[src/rtl/ppg_pkg.sv]
package ppg_pkg;
  localparam int unsigned NIB_W  = 4;
  localparam int unsigned MPRV_W = 2;

  typedef struct packed {
    logic rsvd;
    logic sup_only;
    logic wprot;
    logic trust;
  } slot_acc_t;

  typedef struct packed {
    logic may_sup;
    logic force_user;
  } mst_priv_t;
endpackage

[src/rtl/ppg_rights_regs.sv]
module ppg_rights_regs
  import ppg_pkg::*;
#(
  parameter int unsigned NUM_MST = 4,
  parameter int unsigned NUM_SLOT = 16,
  parameter int unsigned IDX_W = 4
) (
  input  logic             clk,
  input  logic             rst_n,
  input  logic             cfg_wr,
  input  logic             cfg_slot,
  input  logic [IDX_W-1:0] cfg_idx,
  input  logic [NIB_W-1:0] cfg_val,
  output slot_acc_t        slot_q [NUM_SLOT],
  output mst_priv_t        mst_q  [NUM_MST]
);
  for (genvar s = 0; s < NUM_SLOT; s++) begin : g_slot
    always_ff @(posedge clk) begin
      if (!rst_n) slot_q[s] <= '0;
      else if (cfg_wr && cfg_slot && (cfg_idx == IDX_W'(s))) slot_q[s] <= slot_acc_t'(cfg_val);
    end
  end

  for (genvar m = 0; m < NUM_MST; m++) begin : g_mst
    always_ff @(posedge clk) begin
      if (!rst_n) mst_q[m] <= '0;
      else if (cfg_wr && !cfg_slot && (cfg_idx == IDX_W'(m))) mst_q[m] <= mst_priv_t'(cfg_val[MPRV_W-1:0]);
    end
  end

  AST_SLOT_HOLD: assert property (@(posedge clk) disable iff (!rst_n)
    !cfg_wr |=> $stable(slot_q[0]) && $stable(mst_q[0]));
endmodule

[src/rtl/ppg_rule_eval.sv]
module ppg_rule_eval
  import ppg_pkg::*;
#(
  parameter int unsigned NUM_MST = 4,
  parameter int unsigned MID_W = 2
) (
  input  logic             clk,
  input  logic             rst_n,
  input  logic             req_valid,
  input  logic [MID_W-1:0] req_mid,
  input  logic             req_sup,
  input  logic             req_write,
  input  slot_acc_t        acc,
  input  mst_priv_t        mst_q [NUM_MST],
  output logic             deny
);
  mst_priv_t mp;
  logic      lvl_sup;

  always_comb begin
    mp = mst_q[req_mid];
    if (acc.trust) lvl_sup = req_sup && mp.may_sup && !mp.force_user;
    else           lvl_sup = req_sup;
    deny = (acc.sup_only && !lvl_sup) || (acc.wprot && req_write);
  end

  AST_WPROT_DENY: assert property (@(posedge clk) disable iff (!rst_n)
    (req_valid && req_write && acc.wprot) |-> deny);
  AST_USER_SUPONLY: assert property (@(posedge clk) disable iff (!rst_n)
    (req_valid && acc.sup_only && !req_sup) |-> deny);
endmodule

[src/rtl/ppg_fault_log.sv]
module ppg_fault_log #(
  parameter int unsigned MID_W = 2,
  parameter int unsigned ADDR_W = 32,
  parameter int unsigned DATA_W = 32
) (
  input  logic              clk,
  input  logic              rst_n,
  input  logic              cap_en,
  input  logic              cap_write,
  input  logic [ADDR_W-1:0] cap_addr,
  input  logic [MID_W-1:0]  cap_mid,
  input  logic [DATA_W-1:0] cap_data,
  output logic [ADDR_W-1:0] flt_addr,
  output logic [MID_W-1:0]  flt_mid,
  output logic              flt_write,
  output logic [DATA_W-1:0] flt_data
);
  always_ff @(posedge clk) begin
    if (!rst_n) begin
      flt_addr  <= '0;
      flt_mid   <= '0;
      flt_write <= 1'b0;
      flt_data  <= '0;
    end else if (cap_en) begin
      flt_addr  <= cap_addr;
      flt_mid   <= cap_mid;
      flt_write <= cap_write;
      if (cap_write) flt_data <= cap_data;
    end
  end

  AST_FLT_LOAD: assert property (@(posedge clk) disable iff (!rst_n)
    cap_en |=> (flt_addr == $past(cap_addr)) && (flt_mid == $past(cap_mid)));
  AST_FLT_HOLD: assert property (@(posedge clk) disable iff (!rst_n)
    !cap_en |=> $stable(flt_addr) && $stable(flt_data) && $stable(flt_write));
endmodule

[src/rtl/periph_priv_gate.sv]
module periph_priv_gate
  import ppg_pkg::*;
#(
  parameter int unsigned NUM_MST  = 4,
  parameter int unsigned SLOT_W   = 4,
  parameter int unsigned SLOT_LSB = 14,
  parameter int unsigned ADDR_W   = 32,
  parameter int unsigned DATA_W   = 32,
  localparam int unsigned NUM_SLOT = 1 << SLOT_W,
  localparam int unsigned MID_W    = (NUM_MST > 1) ? $clog2(NUM_MST) : 1
) (
  input  logic              clk,
  input  logic              rst_n,
  input  logic              cfg_wr,
  input  logic              cfg_slot,
  input  logic [SLOT_W-1:0] cfg_idx,
  input  logic [NIB_W-1:0]  cfg_val,
  input  logic              req_valid,
  output logic              req_ready,
  input  logic [MID_W-1:0]  req_mid,
  input  logic              req_sup,
  input  logic              req_write,
  input  logic [ADDR_W-1:0] req_addr,
  input  logic [DATA_W-1:0] req_wdata,
  output logic              req_err,
  output logic              tgt_valid,
  input  logic              tgt_ready,
  output logic [SLOT_W-1:0] tgt_slot,
  output logic [MID_W-1:0]  tgt_mid,
  output logic              tgt_sup,
  output logic              tgt_write,
  output logic [ADDR_W-1:0] tgt_addr,
  output logic [DATA_W-1:0] tgt_wdata,
  output logic [ADDR_W-1:0] flt_addr,
  output logic [MID_W-1:0]  flt_mid,
  output logic              flt_write,
  output logic [DATA_W-1:0] flt_data
);
  slot_acc_t         slot_q [NUM_SLOT];
  mst_priv_t         mst_q  [NUM_MST];
  logic [SLOT_W-1:0] slot_idx;
  slot_acc_t         acc_sel;
  logic              deny;

  ppg_rights_regs #(
    .NUM_MST (NUM_MST),
    .NUM_SLOT(NUM_SLOT),
    .IDX_W   (SLOT_W)
  ) u_regs (
    .clk     (clk),
    .rst_n   (rst_n),
    .cfg_wr  (cfg_wr),
    .cfg_slot(cfg_slot),
    .cfg_idx (cfg_idx),
    .cfg_val (cfg_val),
    .slot_q  (slot_q),
    .mst_q   (mst_q)
  );

  assign slot_idx = req_addr[SLOT_LSB +: SLOT_W];
  assign acc_sel  = slot_q[slot_idx];

  ppg_rule_eval #(
    .NUM_MST(NUM_MST),
    .MID_W  (MID_W)
  ) u_rule (
    .clk      (clk),
    .rst_n    (rst_n),
    .req_valid(req_valid),
    .req_mid  (req_mid),
    .req_sup  (req_sup),
    .req_write(req_write),
    .acc      (acc_sel),
    .mst_q    (mst_q),
    .deny     (deny)
  );

  always_comb begin
    tgt_valid = req_valid && !deny;
    req_err   = req_valid && deny;
    req_ready = deny ? 1'b1 : tgt_ready;
    tgt_slot  = slot_idx;
    tgt_mid   = req_mid;
    tgt_sup   = req_sup;
    tgt_write = req_write;
    tgt_addr  = req_addr;
    tgt_wdata = req_wdata;
  end

  ppg_fault_log #(
    .MID_W (MID_W),
    .ADDR_W(ADDR_W),
    .DATA_W(DATA_W)
  ) u_log (
    .clk      (clk),
    .rst_n    (rst_n),
    .cap_en   (req_err),
    .cap_write(req_write),
    .cap_addr (req_addr),
    .cap_mid  (req_mid),
    .cap_data (req_wdata),
    .flt_addr (flt_addr),
    .flt_mid  (flt_mid),
    .flt_write(flt_write),
    .flt_data (flt_data)
  );

  AST_ERR_NOT_FWD: assert property (@(posedge clk) disable iff (!rst_n)
    req_err |-> (!tgt_valid && req_ready));
  AST_STALL_NO_ERR: assert property (@(posedge clk) disable iff (!rst_n)
    (tgt_valid && !tgt_ready) |-> (!req_ready && !req_err));
endmodule

[config.mk]
export PLATFORM = sky130hd
export DESIGN_NAME = periph_priv_gate
export DESIGN_NICKNAME = d
export VERILOG_FILES = /design/src/rtl/ppg_pkg.sv /design/src/rtl/ppg_rights_regs.sv /design/src/rtl/ppg_rule_eval.sv /design/src/rtl/ppg_fault_log.sv /design/src/rtl/periph_priv_gate.sv
export SDC_FILE = /design/constraint.sdc
export NUM_CORES = 1
export LEC_CHECK = 0
export CAP_MARGIN = 5
export CORE_MARGIN = 4
export CORE_UTILIZATION = 30
export DETAILED_ROUTE_END_ITERATION = 8
export GPL_TIMING_DRIVEN = 0
export PLACE_DENSITY = 0.67
export REMOVE_ABC_BUFFERS = 1
export SLEW_MARGIN = 10
export SYNTH_ARGS = -nofsm -noshare
export SYNTH_HDL_FRONTEND = slang
export SYNTH_SLANG_ARGS = --single-unit
[constraint.sdc]
create_clock -name clk -period 4.4 [get_ports clk]
set_input_delay 0.44 -clock clk [delete_from_list [all_inputs] [get_ports clk]]
set_output_delay 0.44 -clock clk [all_outputs]
set_load 0.1 [all_outputs]
==> impl_metrics.tcl <==
set metrics [dict create \
    grt_max_degree 118 \
    cts-root-to-sink-buffers 2 \
    die_h_um 150 \
    number_of_global_route_vias_before_repair 4639 \
    crit_path_top_delay_cell "sky130_fd_sc_hd__clkdlybuf4s50_1" \
    post_route_cells_drive_above_1_share_pct 6.58 \
    clock_skews_ns 0.00822 \
    worst_ep_arrival_time_ns 3.78 \
    number_of_drc_markers_in_iteration_0 201 \
    route.detailed.wl_per_inst_um 15.2 \
    post_synth_edffs 0 \
    synth.most_common_cell "sky130_fd_sc_hd__nand2_1" \
    global_route_usage_over_all_layers_pct 14.0 \
    drt_pre_antenna_iters 4 \
    criticalPathCategory "input pin to primary output" \
    clkTransAtPathRegs_ns 0.05 \
    vdd_ir_drop_max_mv 0.239 \
    boundaryPins 224 \
    wl_um 16000 \
    final-max-slew-violation-count 0 \
    timing.setup.tns_ns 0 \
    initial_core_util_pct 30.7 \
    clock_tree_from_tritoncts "done" \
    rsz_0062_raised_after_global_routing "no" \
    crit_fanout 12 \
    sequential_cell_area_fraction_in_the_yosys_report_pct 40.9 \
    yosys-mux-area-fraction_pct 22.3 \
    antenna_found_initial 0 \
    worst_setup_path_startpoint "req_addr[15]" \
    rows 51 \
    layout_setup_ws_ns 0.182 \
    final_antenna_net_count 0 \
    setup_viol_count_final 0 \
    finalHoldViolCount 0 \
    synth.distinct_cells 36 \
    grt_pass1_wl_um 24600 \
    result_of_the_run "complete, no violations" \
    slew_headroom_pct 23.2 \
    synth_compound_area_share_pct 5.35 \
    min-delay-path-class "register to register" \
    synth_flop_cell "sky130_fd_sc_hd__dfxtp_1" \
    hold_start "u_log.flt_write" \
    synth-seq-cells 123 \
    post_synth_main_area_contributors "sky130_fd_sc_hd__dfxtp_1, sky130_fd_sc_hd__mux2i_1, sky130_fd_sc_hd__nand2_1, sky130_fd_sc_hd__buf_4, sky130_fd_sc_hd__nor2b_1" \
    max_cap_violations 0 \
    synthCells 648 \
    fin_nets 859 \
    number_of_remaining_drc_errors 0 \
    gpl.final_weighted_congestion 0.722 \
    synth_simple_gate_area_share_pct 17.9 \
    crit_chain "clkdlybuf4s50_1 -> mux4_2 -> mux4_2 -> o21ai_0 -> nand3b_1 -> clkdlybuf4s50_1" \
    dpl.hpwl_um 11300 \
    sinks_on_the_clock_net 123 \
    globalRouteOverflowTotal 0 \
    worst-endpoint-required_ns 3.96 \
    yosysWarningCount 0 \
    core_mm2 0.0196 \
    max_freq_mhz 237 \
    netlist_area_mm2 0.00602 \
    pin_slew_with_the_least_headroom_to_its_limit_ns 1.14 \
    power.static_leakage_uw 0.00328 \
    die_area_mm2 0.0224 \
    vias 4688 \
    worst_skew_pair.late_latency_ns 0.41 \
    cts_hold_repair.buffers 0 \
    buf_inv_on_cp 2 \
    synth_top_family_by_area "multiplexers" \
    cp-start-kind "input pin" \
    area_growth_syn_to_layout_pct 41.2 \
    root_buffer "sky130_fd_sc_hd__clkbuf_16" \
    crit_path_end_kind "primary output" \
    yosys-top-cells-count "sky130_fd_sc_hd__nand2_1, sky130_fd_sc_hd__dfxtp_1, sky130_fd_sc_hd__mux2i_1" \
    synthDominantCellAreaShare_pct 40.9 \
    timing.critical_path.slowest_cell_delay_ns 1.00 \
    die_width_um 150 \
    io_buffer_count 222 \
    numCtsBuffers 17 \
    dp_slack_ns -0.506 \
    vias_per_cell 4.44 \
    hold-worst-slack_ns 0.446 \
    synth_adder_area_share_pct 0 \
    yosysTopAreaCell "sky130_fd_sc_hd__dfxtp_1" \
    powerDensity_mw_per_mm2 382 \
    post-route-period-util_pct 95.9 \
    post-route-min-period_ns 4.22 \
    r2r-start "u_regs.mst_q[1]" \
    placed_area_mm2 0.00783 \
    cts-htree-levels 4 \
    utilization_pct 43.4 \
    avgSynthCellArea_um2 9.28 \
    cpLargestDelayFamily "buffers and inverters" \
    synthArstFlopShare_pct 0 \
    final_cell_area_mm2 0.00850 \
    diodes 0 \
    synthXorXnorAreaFrac_pct 0 \
]
-- final timing paths --
| check | end | slack [ns] | cells after the start |
|---|---|---|---|
| setup / recovery | req_ready | 0.18 | 6 |
| hold / removal | u_log.flt_write | 0.45 | 2 |
| setup reg to reg | u_log.flt_data[3] | 1.67 | 7 |
| hold reg to reg | u_log.flt_write | 0.45 | 2 |
-- stage by stage --
stage                     power (µW)  std cells
final                           3240       1055
after global routing            3360       1055
after CTS                       3290       1054
after detailed placement        1700       1022
after global placement          1710       1020
after floorplan                 1230        533
-- state kept, by name (all words and copies together) (netlist names) --
signal and flops:
u_log.flt_write 1, u_log.flt_data 32, u_regs.slot_q 48, u_log.flt_mid 2
u_regs.mst_q 8, u_log.flt_addr 32
-- cell families (layout without fill, tap and decap cells) --
kind of cell / Yosys count / count (layout)
AND/OR/NAND/NOR: 241 / 242
buffers and inverters: 118 / 259
AO/OA/AOI/OAI: 47 / 47
flip-flops: 123 / 123
multiplexers: 119 / 119
-- layout make-up --
class / count / area (µm²)
flip-flops and latches: 123 / 2460
inverters: 3 / 11.3
clock inverters: 12 / 219
multi-input cells: 408 / 2760
clock buffers: 20 / 447
fillers: 1939 / 11100
repair buffers: 224 / 2270
well taps: 265 / 332
-- worst reg2reg max path: stages, from the launching register on --
cell and delay (ns):
sky130_fd_sc_hd__dfxtp_1 0.30, sky130_fd_sc_hd__nor2b_1 0.12, sky130_fd_sc_hd__mux4_2 0.53, sky130_fd_sc_hd__nor4_1 0.46, sky130_fd_sc_hd__o211ai_2 0.22, sky130_fd_sc_hd__o21ai_4 0.54
sky130_fd_sc_hd__buf_12 0.28, sky130_fd_sc_hd__mux2i_1 0.22
-- repair_timing --
item / in CTS / in global routing
endpoints found under the setup margin: 3 / 1
hold endpoints to repair: 0 / 0
pin swaps: 0 / 1
cloned: 0 / 1
setup buffers: 0 / 0
resized for setup: 4 / 0
-- cell usage in the layout (no fill, tap or decap), drive strengths merged, types with 2 or more instances in the layout --
cell / synthesis / final
buf: 83 / 3
nor2: 12 / 12
clkbuf: 32 / 20
bufinv: 0 / 6
clkinvlp: 0 / 2
nor2b: 42 / 42
mux2: 5 / 5
a21boi: 21 / 21
nand2: 160 / 160
o21ai: 19 / 19
nor4: 2 / 2
dlygate4sd2: 0 / 4
clkinv: 0 / 4
mux2i: 103 / 103
and3: 2 / 2
o2bb2ai: 2 / 2
and2: 1 / 2
nand4: 4 / 4
nand3: 9 / 9
inv: 3 / 3
nand2b: 4 / 4
dfxtp: 123 / 123
mux4: 11 / 11
clkdlybuf4s50: 0 / 217
or4: 2 / 2
-- power breakdown --
group          total, µW  switching (µW)  internal [µW]
Sequential          1120            2.72           1120
Combinational        551             394            157
Clock               1570             494           1070
-- layer usage --
metal / part of all wire [%] / vias to the layer above / GRT usage [%]
li1: - / 2358 / -
met1: 43 / 2185 / 17.0
met2: 49 / 126 / 23.1
met3: 6.3 / 19 / 4.82
met4: 1.4 / 0 / 4.85
met5: 0 / - / 0
Note: power is estimated with default switching activity, not from simulation.
